`src/rtl/isel_pkg.sv`:
```
package isel_pkg;

   // Outcome of the selection walk for one class in one cycle
   typedef enum logic [2:0] {
      ISEL_IDLE     = 3'd0,   // no valid head
      ISEL_SKIPPED  = 3'd1,   // valid, but walk ended before it
      ISEL_ISSUE    = 3'd2,   // granted and popped
      ISEL_DROP     = 3'd3,   // squashed head popped, no slot
      ISEL_CONFLICT = 3'd4    // unit needed but busy
   } walk_res_e;

endpackage

```
`src/rtl/isel_age_order.sv`:
```
module isel_age_order #(
   parameter int NUM_CLASS = 4,
   parameter int SEQ_W     = 16
) (
   input  logic [NUM_CLASS-1:0]                    head_vld_i,
   input  logic [NUM_CLASS*SEQ_W-1:0]              head_seq_i,
   output logic [NUM_CLASS*$clog2(NUM_CLASS)-1:0]  ord_cls_o,
   output logic [NUM_CLASS-1:0]                    ord_vld_o
);
   localparam int IDX_W = $clog2(NUM_CLASS);

   // ahead[c*NUM_CLASS + j] : class j ranks before class c
   logic [NUM_CLASS*NUM_CLASS-1:0] ahead;

   for (genvar c = 0; c < NUM_CLASS; c++) begin : g_row
      for (genvar j = 0; j < NUM_CLASS; j++) begin : g_col
         if (j == c) begin : g_self
            assign ahead[c*NUM_CLASS+j] = 1'b0;
         end else if (j < c) begin : g_lower
            // lower index wins a tie
            assign ahead[c*NUM_CLASS+j] = head_vld_i[j] &&
               (head_seq_i[j*SEQ_W +: SEQ_W] <= head_seq_i[c*SEQ_W +: SEQ_W]);
         end else begin : g_upper
            assign ahead[c*NUM_CLASS+j] = head_vld_i[j] &&
               (head_seq_i[j*SEQ_W +: SEQ_W] < head_seq_i[c*SEQ_W +: SEQ_W]);
         end
      end
   end

   // Scatter each valid class into the slot given by its rank
   always_comb begin
      for (int k = 0; k < NUM_CLASS; k++) begin
         ord_vld_o[k]                  = 1'b0;
         ord_cls_o[k*IDX_W +: IDX_W]   = '0;
         for (int c = 0; c < NUM_CLASS; c++) begin
            if (head_vld_i[c] && ($countones(ahead[c*NUM_CLASS +: NUM_CLASS]) == k)) begin
               ord_vld_o[k]                = 1'b1;
               ord_cls_o[k*IDX_W +: IDX_W] = IDX_W'(c);
            end
         end
      end
   end

endmodule

```
`src/rtl/isel_walk.sv`:
```
module isel_walk
   import isel_pkg::*;
#(
   parameter int NUM_CLASS = 4,
   parameter int ISSUE_W   = 2
) (
   input  logic [NUM_CLASS*$clog2(NUM_CLASS)-1:0] ord_cls_i,
   input  logic [NUM_CLASS-1:0]                   ord_vld_i,
   input  logic [NUM_CLASS-1:0]                   sqsh_i,
   input  logic [NUM_CLASS-1:0]                   need_i,
   input  logic [NUM_CLASS-1:0]                   free_i,
   input  logic                                   stall_i,
   output walk_res_e [NUM_CLASS-1:0]              res_o
);
   localparam int IDX_W  = $clog2(NUM_CLASS);
   // With as many slots as classes the width can never run out
   localparam bit CAP_ON = (ISSUE_W < NUM_CLASS);

   always_comb begin
      int                used;
      logic [IDX_W-1:0]  cls;
      used = 0;
      cls  = '0;
      for (int i = 0; i < NUM_CLASS; i++) res_o[i] = ISEL_IDLE;
      for (int k = 0; k < NUM_CLASS; k++) begin
         cls = ord_cls_i[k*IDX_W +: IDX_W];
         if (ord_vld_i[k]) begin
            if (stall_i || (CAP_ON && (used >= ISSUE_W))) begin
               res_o[cls] = ISEL_SKIPPED;
            end else if (sqsh_i[cls]) begin
               res_o[cls] = ISEL_DROP;
            end else if (need_i[cls] && !free_i[cls]) begin
               res_o[cls] = ISEL_CONFLICT;
            end else begin
               res_o[cls] = ISEL_ISSUE;
               used       = used + 1;
            end
         end
      end
   end

endmodule

```
`src/rtl/isel_hold_calc.sv`:
```
module isel_hold_calc #(
   parameter int LAT_W = 4
) (
   input  logic             grant_i,
   input  logic             need_i,
   input  logic [LAT_W-1:0] op_lat_i,
   input  logic [LAT_W-1:0] iss_lat_i,
   output logic             hold_vld_o,
   output logic [LAT_W-1:0] hold_len_o
);
   logic long_op;
   logic unpiped;

   assign long_op    = (op_lat_i > LAT_W'(1));
   assign unpiped    = (iss_lat_i > LAT_W'(1));
   assign hold_vld_o = grant_i && need_i;
   assign hold_len_o = (hold_vld_o && long_op && unpiped) ? (op_lat_i - LAT_W'(1)) : '0;

endmodule

```
`src/rtl/isel_stat_ctr.sv`:
```
module isel_stat_ctr #(
   parameter int NUM_CLASS = 4,
   parameter int CNT_W     = 16
) (
   input  logic                         clk,
   input  logic                         rst_n,
   input  logic [NUM_CLASS-1:0]         conflict_i,
   input  logic [NUM_CLASS-1:0]         drop_i,
   output logic [NUM_CLASS*CNT_W-1:0]   conflict_cnt_o,
   output logic [CNT_W-1:0]             drop_cnt_o
);
   always_ff @(posedge clk or negedge rst_n) begin
      if (!rst_n) begin
         conflict_cnt_o <= '0;
         drop_cnt_o     <= '0;
      end else begin
         for (int c = 0; c < NUM_CLASS; c++) begin
            if (conflict_i[c]) begin
               conflict_cnt_o[c*CNT_W +: CNT_W] <= conflict_cnt_o[c*CNT_W +: CNT_W] + CNT_W'(1);
            end
         end
         drop_cnt_o <= drop_cnt_o + CNT_W'($countones(drop_i));
      end
   end

endmodule

```
`src/rtl/isel_issue_sel.sv`:
```
module isel_issue_sel
   import isel_pkg::*;
#(
   parameter int NUM_CLASS = 4,
   parameter int ISSUE_W   = 2,
   parameter int SEQ_W     = 16,
   parameter int LAT_W     = 4,
   parameter int CNT_W     = 16
) (
   input  logic                             clk,
   input  logic                             rst_n,
   input  logic                             stall_i,
   input  logic [NUM_CLASS-1:0]             head_vld_i,
   input  logic [NUM_CLASS*SEQ_W-1:0]       head_seq_i,
   input  logic [NUM_CLASS-1:0]             head_sqsh_i,
   input  logic [NUM_CLASS-1:0]             unit_need_i,
   input  logic [NUM_CLASS-1:0]             unit_free_i,
   input  logic [NUM_CLASS*LAT_W-1:0]       op_lat_i,
   input  logic [NUM_CLASS*LAT_W-1:0]       iss_lat_i,
   output logic [NUM_CLASS-1:0]             pop_o,
   output logic [NUM_CLASS-1:0]             grant_o,
   output logic [$clog2(ISSUE_W+1)-1:0]     issue_cnt_o,
   output logic [NUM_CLASS-1:0]             hold_vld_o,
   output logic [NUM_CLASS*LAT_W-1:0]       hold_len_o,
   output logic [NUM_CLASS*CNT_W-1:0]       conflict_cnt_o,
   output logic [CNT_W-1:0]                 drop_cnt_o
);
   localparam int IDX_W = $clog2(NUM_CLASS);
   localparam int ICW   = $clog2(ISSUE_W+1);

   // Parameter sanity, checked at elaboration
   if (NUM_CLASS < 2) begin : g_bad_classes
      $error("isel_issue_sel: NUM_CLASS must be at least 2");
   end
   if (ISSUE_W < 1 || ISSUE_W > NUM_CLASS) begin : g_bad_width
      $error("isel_issue_sel: ISSUE_W must lie in 1..NUM_CLASS");
   end
   if (SEQ_W < 2 || LAT_W < 2 || CNT_W < 2) begin : g_bad_fields
      $error("isel_issue_sel: SEQ_W, LAT_W and CNT_W must be at least 2");
   end

   logic [NUM_CLASS*IDX_W-1:0] ord_cls;
   logic [NUM_CLASS-1:0]       ord_vld;
   walk_res_e [NUM_CLASS-1:0]  walk_res;
   logic [NUM_CLASS-1:0]       conflict;
   logic [NUM_CLASS-1:0]       drop;

   isel_age_order #(
      .NUM_CLASS (NUM_CLASS),
      .SEQ_W     (SEQ_W)
   ) u_order (
      .head_vld_i (head_vld_i),
      .head_seq_i (head_seq_i),
      .ord_cls_o  (ord_cls),
      .ord_vld_o  (ord_vld)
   );

   isel_walk #(
      .NUM_CLASS (NUM_CLASS),
      .ISSUE_W   (ISSUE_W)
   ) u_walk (
      .ord_cls_i (ord_cls),
      .ord_vld_i (ord_vld),
      .sqsh_i    (head_sqsh_i),
      .need_i    (unit_need_i),
      .free_i    (unit_free_i),
      .stall_i   (stall_i),
      .res_o     (walk_res)
   );

   for (genvar c = 0; c < NUM_CLASS; c++) begin : g_cls
      assign grant_o[c]  = (walk_res[c] == ISEL_ISSUE);
      assign drop[c]     = (walk_res[c] == ISEL_DROP);
      assign conflict[c] = (walk_res[c] == ISEL_CONFLICT);
      assign pop_o[c]    = grant_o[c] || drop[c];

      isel_hold_calc #(
         .LAT_W (LAT_W)
      ) u_hold (
         .grant_i    (grant_o[c]),
         .need_i     (unit_need_i[c]),
         .op_lat_i   (op_lat_i[c*LAT_W +: LAT_W]),
         .iss_lat_i  (iss_lat_i[c*LAT_W +: LAT_W]),
         .hold_vld_o (hold_vld_o[c]),
         .hold_len_o (hold_len_o[c*LAT_W +: LAT_W])
      );
   end

   assign issue_cnt_o = ICW'($countones(grant_o));

   isel_stat_ctr #(
      .NUM_CLASS (NUM_CLASS),
      .CNT_W     (CNT_W)
   ) u_stats (
      .clk            (clk),
      .rst_n          (rst_n),
      .conflict_i     (conflict),
      .drop_i         (drop),
      .conflict_cnt_o (conflict_cnt_o),
      .drop_cnt_o     (drop_cnt_o)
   );

endmodule

```
`config.mk`:
```
export PLATFORM = sky130hd
export DESIGN_NAME = isel_issue_sel
export DESIGN_NICKNAME = d
export VERILOG_FILES = /design/src/rtl/isel_pkg.sv /design/src/rtl/isel_age_order.sv /design/src/rtl/isel_walk.sv /design/src/rtl/isel_hold_calc.sv /design/src/rtl/isel_stat_ctr.sv /design/src/rtl/isel_issue_sel.sv
export SDC_FILE = /design/constraint.sdc
export NUM_CORES = 1
export LEC_CHECK = 0
export ABC_AREA = 1
export BUFFER_PORTS_ARGS = -buffer_cell sky130_fd_sc_hd__clkbuf_2
export CAP_MARGIN = 25
export CORE_MARGIN = 4
export CORE_UTILIZATION = 33
export CTS_CLUSTER_SIZE = 28
export DETAILED_ROUTE_END_ITERATION = 8
export PLACE_DENSITY = 0.58
export SLEW_MARGIN = 20
export SYNTH_ARGS = -nofsm -noshare
export SYNTH_HDL_FRONTEND = slang
export SYNTH_HIERARCHICAL = 1
export SYNTH_SLANG_ARGS = --single-unit
```
`constraint.sdc`:
```
create_clock -name clk -period 8.67 [get_ports clk]
set_input_delay 0.867 -clock clk [delete_from_list [all_inputs] [get_ports clk]]
set_output_delay 0.867 -clock clk [all_outputs]
set_load 0.02 [all_outputs]
```
======== After elaboration in Yosys (flattened, before gate mapping) ========
Index checks and enable logic that the tools add are counted.
cells by class
  bitwise logic cells ..................... 36
  magnitude comparators ................... 31
  eq/ne operators ......................... 24
  shifts and indexed selects .............. 0
  $add $sub $neg .......................... 25
  $mul .................................... 0
  divide/modulo/power cells ............... 0
  reduce and logical (&&, ||, !) cells .... 63
  mux-type cells .......................... 92
operator list
  cell                   number
  $mux 32                11
  $eq 32x3->1 const B    8
  $mux 12                16
  $eq 32x2->1 const B    4
  $logic_not 32->1       4
  $ge 32x3->1 const B    3
  $le 16x16->1           6
  $lt 16x16->1           6
  $and 8x8->8            9
  $not 8->8              9
  $add 1x32->32          2
  $add 16x1->16 const B  4
  $add 32x1->32          2
  $add 32x2->32 const B  2
  $logic_and 1x1->1      48
  $or 4x4->4             9
  $mux 1                 33
  $add 16x16->16         2
  $gt 4x1->1 const B     8
  $bmux 1 s2             12
  $demux 3 s2            4
  $eq 3x2->1 const B     8
  $or 8x8->8             3
  $add 1x1->2            8
  other kinds (12)       50
storage, ports and cells
  bits in registers ....................... 80
  ROM bits ................................ 0
  input port bits ......................... 115
  output and inout port bits .............. 110
  word-level logic and storage cells ...... 276
  bits in latches ......................... 0
  memories ................................ 0
  RAM bits ................................ 0

======== Longest topological paths before layout ========
Gate-level depths: netlist of run 1.
  depth in word-level cells ............... 37
  depth in mapped cells ................... 52
  gate-level depth less buffers ........... 51

======== Modules after synthesis ========
The synthesis of run 1 kept the hierarchy.
modules (own cells, without submodules)
  module          sequential area each (um^2)  area each (um^2)  times used  cells each
  isel_stat_ctr   2001.9                       4121.5            1           472
  isel_age_order  0.0                          2760.1            1           434
  isel_walk       0.0                          1401.3            1           297
  isel_hold_calc  0.0                          127.6             4           26
  isel_issue_sel  0.0                          178.9             1           41

======== Worst setup path after synthesis of run 1 ========
OpenSTA, ideal clock, no wires.
  path type ............................... input-to-output
  start point ............................. input port head_seq_i[43]
  end point ............................... output port issue_cnt_o[1]
  arrival ................................. 6057 ps
  slack ................................... 1746 ps
  buffers on the path ..................... 1
  data required time ...................... 7803 ps
  stages .................................. 40
  cell sequence ........................... inv_1 ha_1 a21oi_1 o21ai_0 a21oi_1 nand2_1 nand2_1 nand2_1 fa_1 inv_1 nor3_1 inv_1 nand2_1 buf_4 inv_2 nand3_1 nand2_1 nor2_4 [... 4 more ...] nor2_1 nand3_2 inv_1 ha_1 o211ai_1 nor2_1 nand2_2 nand3_2 nand2_1 inv_1 a21oi_2 nand2_1 nor2_1 fa_1 ha_1 inv_1 nand2_1 nand2_1
RTL lines
  what                line                  source
  start: declaration  isel_issue_sel.sv:14  input logic [NUM_CLASS*SEQ_W-1:0] head_seq_i,
  end: declaration    isel_issue_sel.sv:22  output logic [$clog2(ISSUE_W+1)-1:0] issue_cnt_o,

==> reports/metrics.cfg, run 1 <==
[synth]
synth_largest_area_cell = dfrtp_1
synth_area_per_cell_um2 = 6.66
synth-edff-count = 0
syn_area_um2 = 8970
ys_ff_latch = 80
dominantRegCellSynth = dfrtp_1
ys_seq_area_share_pct = 22.3
synth_common_cells = nand2_1, inv_1, nor2_1
ys_async_sr_fraction_pct = 100
synth.most_common_cell = nand2_1
syn_inst = 1348
yosys_warnings = 6
yosysTopAreaCellShare_pct = 22.3
yosysUniqueCellTypes = 38
yosys-top-cells-area = dfrtp_1, nand2_1, ha_1
syn_nets = 1583

[timing]
hold_viol = 0
final_max_slew_viol_count = 0
finalSetupViolCount = 0
fmax_mhz = 125
grt_setup_unrepaired = no
period_needed_ns = 7.99
fin_worst_skew_ns = 0.00861
tightest_slew_ns = 0.866
min_period_over_period_pct = 92.1
fin_tns_setup_ns = 0
slew_headroom_pct = 42.0

[clock_tree]
ctsHoldBuffers = 0
cts_setup_buffers = 0
clk_pin_slew_ns = 0.06
cts_sinks = 80
clock_latency_ns = 0.33
ctsResizeCount = 0
cts-root-buf = clkbuf_16
clk_path_buf_depth = 2
cts_tree = built
cts_inserted_buffers = 9
h-tree-depth = 3

[placed_design]
io_buffers = 220
post-dp-hpwl_mm = 20.8
place_inst = 1902
finalWeightedCongestion = 0.879

[critical_path]
path_class = in2out
worstPathRequired_ns = 7.80
critPathArrivalTime_ns = 7.12
crit_top_cell = nand2_1
worstSetupEndpointType = output port
crit_path_max_fanout = 6
critPathMaxStageDelay_ns = 0.48
crit_slowest_cell = fa_1
start_kind = primary input

[pwr]
p_int_uw = 894
seq_power_share_pct = 29.9
clkPwrFrac_pct = 23.2
p_leak_uw = 0.00624
p_comb_share_pct = 46.9
ir_drop_mv = 0.0855
switching_share_pct = 44.0
p_per_area_nw_per_um2 = 148
power.switching_uw = 701

[detailed_routing]
detail-route-antenna-nets = 0
met2_wirelength_mm = 11.3
drt_wl_total_mm = 24.3
route.met3.wl_um = 997
routed.top_layer = met4
via_per_inst = 4.61
post_drt_wl_per_cell_um = 12.6
drt_iter0_drc = 378
drtPass1Iterations = 5
vias = 8838
wl_met1_mm = 11.8
drc_errors = 0

[worst_hold_path]
holdCritPathClass = reg2reg

[global_route]
antenna_found_initial = 0
grt_usage_pct = 15.9
first_global_vias = 8420
grt_overflow = 0
grt_pass1_wl_mm = 40.6
grt_max_degree = 52

[floorplanning]
boundaryPins = 225
die_w_um = 173
fp.dieH_um = 173
rows = 60
start_util_pct = 33.4
core_area_um2 = 26900
dieArea_um2 = 29900

[finish]
fin_cells = 1918
final_nets = 1808
syn2layout_area_growth_pct = 19.9
final_layout_size_suffix_gt1_share_pct = 20.8
diodes = 0

[run]
maxCapViolCount = 0

[run_status]
status = finished, final reports clean

cell type report:
cell class,count,area [µm²]
clock buffer,12,246
fill,2847,16100
sequential,80,2000
timing repair buffer,225,1160
tap,341,427
clock inverter,3,42.5
inverter,237,890
multi-input combinational,1020,5990
cells in the final DEF, fill, tap and decap left out, drive strengths merged, types with 2 or more instances in the layout:
cell / instances
fa: 8
xnor2: 22
clkbuf: 232
buf: 5
nand2: 426
nor2: 174
clkinv: 2
nor3: 30
a21oi: 50
xor2: 38
o21ai: 27
inv: 236
nand3: 89
nand4: 30
a21o: 6
dfrtp: 80
ha: 112
state kept, by name, summed over array words and instances, names as in the netlist:
| name | cells |
|---|---|
| u_stats/conflict_cnt_o | 64 |
| u_stats/drop_cnt_o | 16 |
kinds of logic (layout without fill, tap and decap cells):
| logic type | after synthesis | count (layout) | synth area share (%) |
|---|---|---|---|
| compound gates | 90 | 90 | 5.55 |
| xor+xnor | 60 | 60 | 5.86 |
| fa+ha+maj | 120 | 120 | 17.4 |
| buf+inv | 248 | 477 | 10.9 |
| flops | 80 | 80 | 22.3 |
| simple gates | 750 | 750 | 38.0 |
layer usage:
metal / global-route usage (%) / vias up
met5: 0 / -
met4: 3.19 / 0
met3: 2.14 / 17
met2: 27.0 / 195
met1: 21.9 / 3950
li1: - / 4676
per-stage QoR:
stage	util, %	instance area, µm²	setup WS (ns)	total power, µW	hold slack (ns)
4_1_cts	40.0	10800	0.387	1610	0.469
6_report	40.0	10800	0.681	1590	0.461
2_1_floorplan	-	8970	1.75	1000	0.571
3_3_place_gp	38.8	10400	0.457	1220	0.455
5_1_grt	40.0	10800	0.0128	1730	0.479
3_5_place_dp	38.9	10500	0.416	1230	0.459
final timing paths:
check / start / slack [ns] / endpoint / cells past startpoint
setup / recovery: head_seq_i[43] / 0.68 / issue_cnt_o[1] / 41
setup reg to reg: u_stats/drop_cnt_o[0] / 6.29 / u_stats/drop_cnt_o[10] / 10
hold reg to reg: u_stats/conflict_cnt_o[31] / 0.46 / u_stats/conflict_cnt_o[31] / 1
min in group asynchronous: rst_n / 0.47 / u_stats/conflict_cnt_o[43] / 1
hold / removal: u_stats/conflict_cnt_o[31] / 0.46 / u_stats/conflict_cnt_o[31] / 1
max in group asynchronous: rst_n / 7.60 / u_stats/drop_cnt_o[7] / 2
worst max-delay path: cells and delay by family:
family / cells / cell delay (ns)
compound gates: 5 / 1.18
fa+ha+maj: 6 / 1.87
buf+inv: 8 / 0.90
simple gates: 22 / 2.29
power by group through the flow:
stage / clock, µW / combinational, µW / sequential (µW)
3_5_place_dp: 0 / 750 / 484
6_report: 370 / 748 / 476
5_1_grt: 401 / 845 / 486
2_1_floorplan: 0 / 474 / 527
4_1_cts: 382 / 754 / 477
3_3_place_gp: 0 / 737 / 484
Note: power is estimated with default switching activity, not from simulation.
==> run 2: changes to the inputs <==
Clock period 8.67 ns to 7.7 ns, I/O delays scaled along.
==> reports/metrics.cfg, run 2 (same netlist as run 1, synthesis figures left out) <==
[timing]
tightest_slew_ns = 0.807  ; was 0.866 ns
final_max_slew_viol_count = 0  ; unchanged
hold_viol = 0  ; unchanged
fin_worst_skew_ns = 0.00837  ; was 0.00861 ns
period_needed_ns = 7.31
min_period_over_period_pct = 94.9
fin_tns_setup_ns = 0  ; unchanged
final.setup.worst_slack_ns = 0.393  ; was 0.681 ns
finalSetupViolCount = 0  ; unchanged
fmax_mhz = 137
slew_headroom_pct = 46.2  ; was 42.0%

[critical_path]
reg2reg_depth = 10  ; unchanged
r2r_end = u_stats/drop_cnt_o[10]  ; unchanged
critPathMaxStageDelay_ns = 0.59  ; was 0.48 ns
worstSetupEndpointType = output port  ; unchanged
crit_path_max_fanout = 5  ; was 6
crit_top_cell = nand2_1  ; unchanged
worst-path-stages = 41  ; unchanged
critPathArrivalTime_ns = 6.54  ; was 7.12 ns
worstPathRequired_ns = 6.93  ; was 7.80 ns
crit_family = adder cells  ; was simple AND/OR/NAND/NOR gates
critical_path_buf_inv_count = 8  ; unchanged
r2r-start = u_stats/drop_cnt_o[0]  ; unchanged
path_class = in2out  ; unchanged
crit_slowest_cell = fa_1  ; unchanged
start_kind = primary input  ; unchanged
ff2ff_setup_slack_ns = 5.34  ; was 6.29 ns

[global_route]
grt_pass1_wl_mm = 41.7  ; was 40.6 mm
grt_overflow = 0  ; unchanged
grt_usage_pct = 16.2  ; was 15.9%
antenna_found_initial = 0  ; unchanged
grt_max_degree = 64  ; was 52
first_global_vias = 8673  ; was 8,420

[detailed_routing]
drtPass1Iterations = 5  ; unchanged
post_drt_wl_per_cell_um = 12.7  ; was 12.6 µm
drc_errors = 0  ; unchanged
vias = 9007  ; was 8,838
drt_iter0_drc = 516  ; was 378
via_per_inst = 4.66  ; was 4.61
detail-route-antenna-nets = 0  ; unchanged
drt_wl_total_mm = 24.6  ; was 24.3 mm

[finish]
diodes = 0  ; unchanged
largest-register = u_stats/conflict_cnt_o  ; unchanged
top_regs = u_stats/conflict_cnt_o x64, u_stats/drop_cnt_o x16  ; unchanged
layout_commonest_cell = nand2_1  ; unchanged
fillers = 2889  ; was 2,847
final_layout_size_suffix_gt1_share_pct = 23.2  ; was 20.8%
fin_cells = 1931  ; was 1,918
syn2layout_area_growth_pct = 22.4  ; was 19.9%
final_nets = 1820  ; was 1,808
layout_common_cells = nand2_1, inv_1, clkbuf_2  ; unchanged
largest_reg_flops = 64  ; unchanged

[clock_tree]
cts_sinks = 80  ; unchanged
cts_inserted_buffers = 9  ; unchanged
ctsHoldBuffers = 0  ; unchanged
clk_pin_slew_ns = 0.06  ; about the same
clk_path_buf_depth = 2  ; unchanged
clock_latency_ns = 0.33  ; about the same
cts_tree = built  ; unchanged
cts-root-buf = clkbuf_16  ; unchanged
h-tree-depth = 3  ; unchanged

[placed_design]
finalWeightedCongestion = 0.905  ; was 0.879
post-dp-hpwl_mm = 20.8  ; about the same
pre_cts_slack_ns = -0.00820  ; was 0.416 ns
io_buffers = 220  ; unchanged
place_inst = 1906  ; was 1,902

[run]
maxCapViolCount = 0  ; unchanged

[pwr]
ir_drop_mv = 0.0951  ; was 0.0855 mV
finalPower_uw = 1890  ; was 1590 µW
p_per_area_nw_per_um2 = 172  ; was 148 nW/µm²
p_leak_uw = 0.00631  ; was 0.00624 µW

[floorplanning]
dieArea_um2 = 29900  ; unchanged
die_w_um = 173  ; unchanged
rows = 60  ; unchanged
boundaryPins = 225  ; unchanged
fp.dieH_um = 173  ; unchanged
core_area_um2 = 26900  ; unchanged
start_util_pct = 33.4  ; unchanged

[run_status]
status = finished, final reports clean  ; unchanged

[worst_hold_path]
holdCritPathClass = in2async  ; was reg2reg

[run 2: changes by cell type in the layout (fill, tap and decap cells not counted), moves of 3 or more]
cell / change
nor2_1: -8
nand2_1: -7
a21oi_2: +4
nor2_2: +7
a21oi_1: -4
buf_4: +14
ha_1: -3
nand2_2: +5
[run 2: final cells by class]
class | count | area [µm²] | share of cell area, %
clock inverters | 5 | 81.3 | 0.741
well taps | 341 | 427 | 3.89
repair buffers | 237 | 1230 | 11.2
flip-flops and latches | 80 | 2000 | 18.2
clock buffers | 11 | 233 | 2.12
multi-input cells | 1020 | 6120 | 55.7
inverters | 237 | 890 | 8.10
[run 2: metal layers]
| layer | global-route usage [%] | part of all wire [%] | vias up |
|---|---|---|---|
| met5 | 0 | 0 | - |
| met2 | 27.5 | 46 | 202 |
| met4 | 4.09 | 1.6 | 0 |
| met1 | 22.4 | 49 | 4083 |
| met3 | 1.40 | 3.5 | 26 |
| li1 | - | - | 4696 |
[run 2: how the worst max path moves through the flow]
stage | to | slack (ns) | startpoint
6_report | issue_cnt_o[1] | 0.39 | head_seq_i[43]
5_1_grt | issue_cnt_o[1] | -0.02 | head_seq_i[27]
4_1_cts | issue_cnt_o[1] | 0.07 | head_seq_i[43]
3_5_place_dp | issue_cnt_o[1] | -0.008 | head_seq_i[43]
3_3_place_gp | issue_cnt_o[1] | 0.12 | head_seq_i[43]
2_1_floorplan | issue_cnt_o[1] | 0.97 | head_seq_i[43]
[run 2: where the power goes]
| part | switching (µW) | internal [µW] | leakage, µW |
|---|---|---|---|
| Sequential | 69.5 | 470 | 0.00103 |
| Clock | 168 | 284 | 0.000150 |
| Combinational | 589 | 311 | 0.00514 |
| Total | 826 | 1070 | 0.00631 |
[run 2: what timing repair did]
| action | CTS | global route |
|---|---|---|
| gates resized for setup | 1 | 37 |
| cloned | 0 | 1 |
| buffers inserted | 0 | 8 |
| setup endpoints to repair | 1 | 28 |
| pin swaps | 0 | 10 |
| hold endpoints to repair | 0 | 0 |
[run 2: stage by stage]
stage / hold WS (ns) / utilization [%] / cell area, µm²
after detailed placement: 0.456 / 39.0 / 10500
after global routing: 0.304 / 40.9 / 11000
final: 0.297 / 40.9 / 11000
after floorplan: 0.474 / - / 8970
after global placement: 0.455 / 39.0 / 10500
after CTS: 0.296 / 40.1 / 10800
==> run 3: changes to the inputs <==
Clock period 7.7 ns to 9.2 ns, I/O delays scaled along.
==> reports/metrics.cfg, run 3 (same netlist as run 1, synthesis figures left out) <==
[finish]
final_layout_size_suffix_gt1_share_pct = 20.8  ; was 23.2%
layout_commonest_cell = nand2_1  ; unchanged
syn2layout_area_growth_pct = 19.6  ; was 22.4%
largest_reg_flops = 64  ; unchanged
final_nets = 1807  ; was 1,820
diodes = 0  ; unchanged
largest-register = u_stats/conflict_cnt_o  ; unchanged
fin_area_um2 = 10700  ; was 11,000 µm²
final_core_util_pct = 39.9  ; was 40.9%
top_regs = u_stats/conflict_cnt_o x64, u_stats/drop_cnt_o x16  ; unchanged
layout_common_cells = nand2_1, inv_1, clkbuf_2  ; unchanged

[run_status]
status = finished, final reports clean  ; unchanged

[clock_tree]
h-tree-depth = 3  ; unchanged
cts_sinks = 80  ; unchanged
ctsHoldBuffers = 0  ; unchanged
clk_path_buf_depth = 2  ; unchanged
clock_latency_ns = 0.33  ; about the same
clk_pin_slew_ns = 0.06  ; about the same
cts-root-buf = clkbuf_16  ; unchanged
cts_setup_buffers = 0  ; unchanged
cts_tree = built  ; unchanged
ctsResizeCount = 0  ; was 1
cts_inserted_buffers = 9  ; unchanged

[detailed_routing]
via_per_inst = 4.68  ; was 4.66
post_drt_wl_per_cell_um = 12.7  ; about the same
drtPass1Iterations = 5  ; unchanged
vias = 8974  ; was 9,007
detail-route-antenna-nets = 0  ; unchanged
drc_errors = 0  ; unchanged
drt_wl_total_mm = 24.4  ; was 24.6 mm
drt_iter0_drc = 375  ; was 516

[placed_design]
finalWeightedCongestion = 0.877  ; was 0.905
io_buffers = 220  ; unchanged
dpl-instance-area_um2 = 10400  ; was 10,500 µm²
post-dp-hpwl_mm = 20.9  ; was 20.8 mm

[floorplanning]
fp.dieH_um = 173  ; unchanged
start_util_pct = 33.4  ; unchanged
dieArea_um2 = 29900  ; unchanged
core_area_um2 = 26900  ; unchanged
rows = 60  ; unchanged
die_w_um = 173  ; unchanged
boundaryPins = 225  ; unchanged

[global_route]
grt_overflow = 0  ; unchanged
antenna_found_initial = 0  ; unchanged
first_global_vias = 8691  ; was 8,673
grt_usage_pct = 16.2  ; about the same
grt_pass1_wl_mm = 41.4  ; was 41.7 mm
grt_max_degree = 55  ; was 64

[timing]
whs_ns = 0.463  ; was 0.297 ns
slew_headroom_pct = 47.4  ; was 46.2%
min_period_over_period_pct = 88.5
tightest_slew_ns = 0.786  ; was 0.807 ns
fmax_mhz = 123
period_needed_ns = 8.14
final_max_slew_viol_count = 0  ; unchanged
grt_setup_unrepaired = no
finalSetupViolCount = 0  ; unchanged
hold_viol = 0  ; unchanged
fin_tns_setup_ns = 0  ; unchanged
fin_worst_skew_ns = 0.00883  ; was 0.00837 ns

[critical_path]
crit_slowest_cell = o21ai_1  ; was fa_1
crit_top_cell = nand2_1  ; unchanged
start_kind = primary input  ; unchanged
critPathArrivalTime_ns = 7.22  ; was 6.54 ns
crit_path_max_fanout = 10  ; was 5
critPathMaxStageDelay_ns = 0.55  ; was 0.59 ns
worstSetupEndpointType = output port  ; unchanged
worstPathRequired_ns = 8.28  ; was 6.93 ns
path_class = in2out  ; unchanged

[run]
maxCapViolCount = 0  ; unchanged

[worst_hold_path]
holdCritPathClass = reg2reg  ; was in2async

[pwr]
p_per_area_nw_per_um2 = 140  ; was 172 nW/µm²
p_leak_uw = 0.00623  ; was 0.00631 µW
finalPower_uw = 1500  ; was 1890 µW
ir_drop_mv = 0.0753  ; was 0.0951 mV

-- run 3: worst max-delay path, delay by kind of cell --
family	cells	cell delay, ns
buffers and inverters	7	0.69
adder cells (fa/ha/maj)	6	1.88
AND/OR/NAND/NOR	22	2.36
AO/OA/AOI/OAI	5	1.33
-- run 3: through the flow --
step	std cells	setup slack, ns
2_1_floorplan	1348	2.17
6_report	1917	1.06
4_1_cts	1917	0.764
3_3_place_gp	1901	0.886
3_5_place_dp	1902	0.782
5_1_grt	1917	0.292
-- run 3: path summary, 6_finish.rpt --
check / start / end / slack, ns / depth (start not counted)
max reg2reg: u_stats/drop_cnt_o[0] / u_stats/drop_cnt_o[10] / 6.81 / 10
min: u_stats/conflict_cnt_o[15] / u_stats/conflict_cnt_o[15] / 0.46 / 1
min in group asynchronous: rst_n / u_stats/conflict_cnt_o[43] / 0.49 / 1
max: head_seq_i[43] / issue_cnt_o[1] / 1.06 / 40
min reg2reg: u_stats/conflict_cnt_o[15] / u_stats/conflict_cnt_o[15] / 0.46 / 1
max in group asynchronous: rst_n / u_stats/drop_cnt_o[7] / 7.71 / 2
-- run 3: area by class of cell --
cell class	count	area, µm²
flip-flops and latches	80	2000
clock buffers	10	229
well taps	341	427
clock inverters	5	56.3
inverters	237	890
fillers	2894	16100
multi-input cells	1020	5990
repair buffers	224	1130
-- run 3: power by group --
part	internal, µW	leakage, µW	switching [µW]
logic	232	0.00506	473
clock network	209	0.000139	139
registers	393	0.00103	57.3
total	834	0.00623	670
-- run 3: metal layers --
layer / vias up / global-route usage (%) / share of wire, %
met1: 4075 / 22.0 / 48
li1: 4673 / - / -
met4: 0 / 3.76 / 1.4
met2: 198 / 27.7 / 47
met3: 28 / 1.90 / 3.8
met5: - / 0 / 0
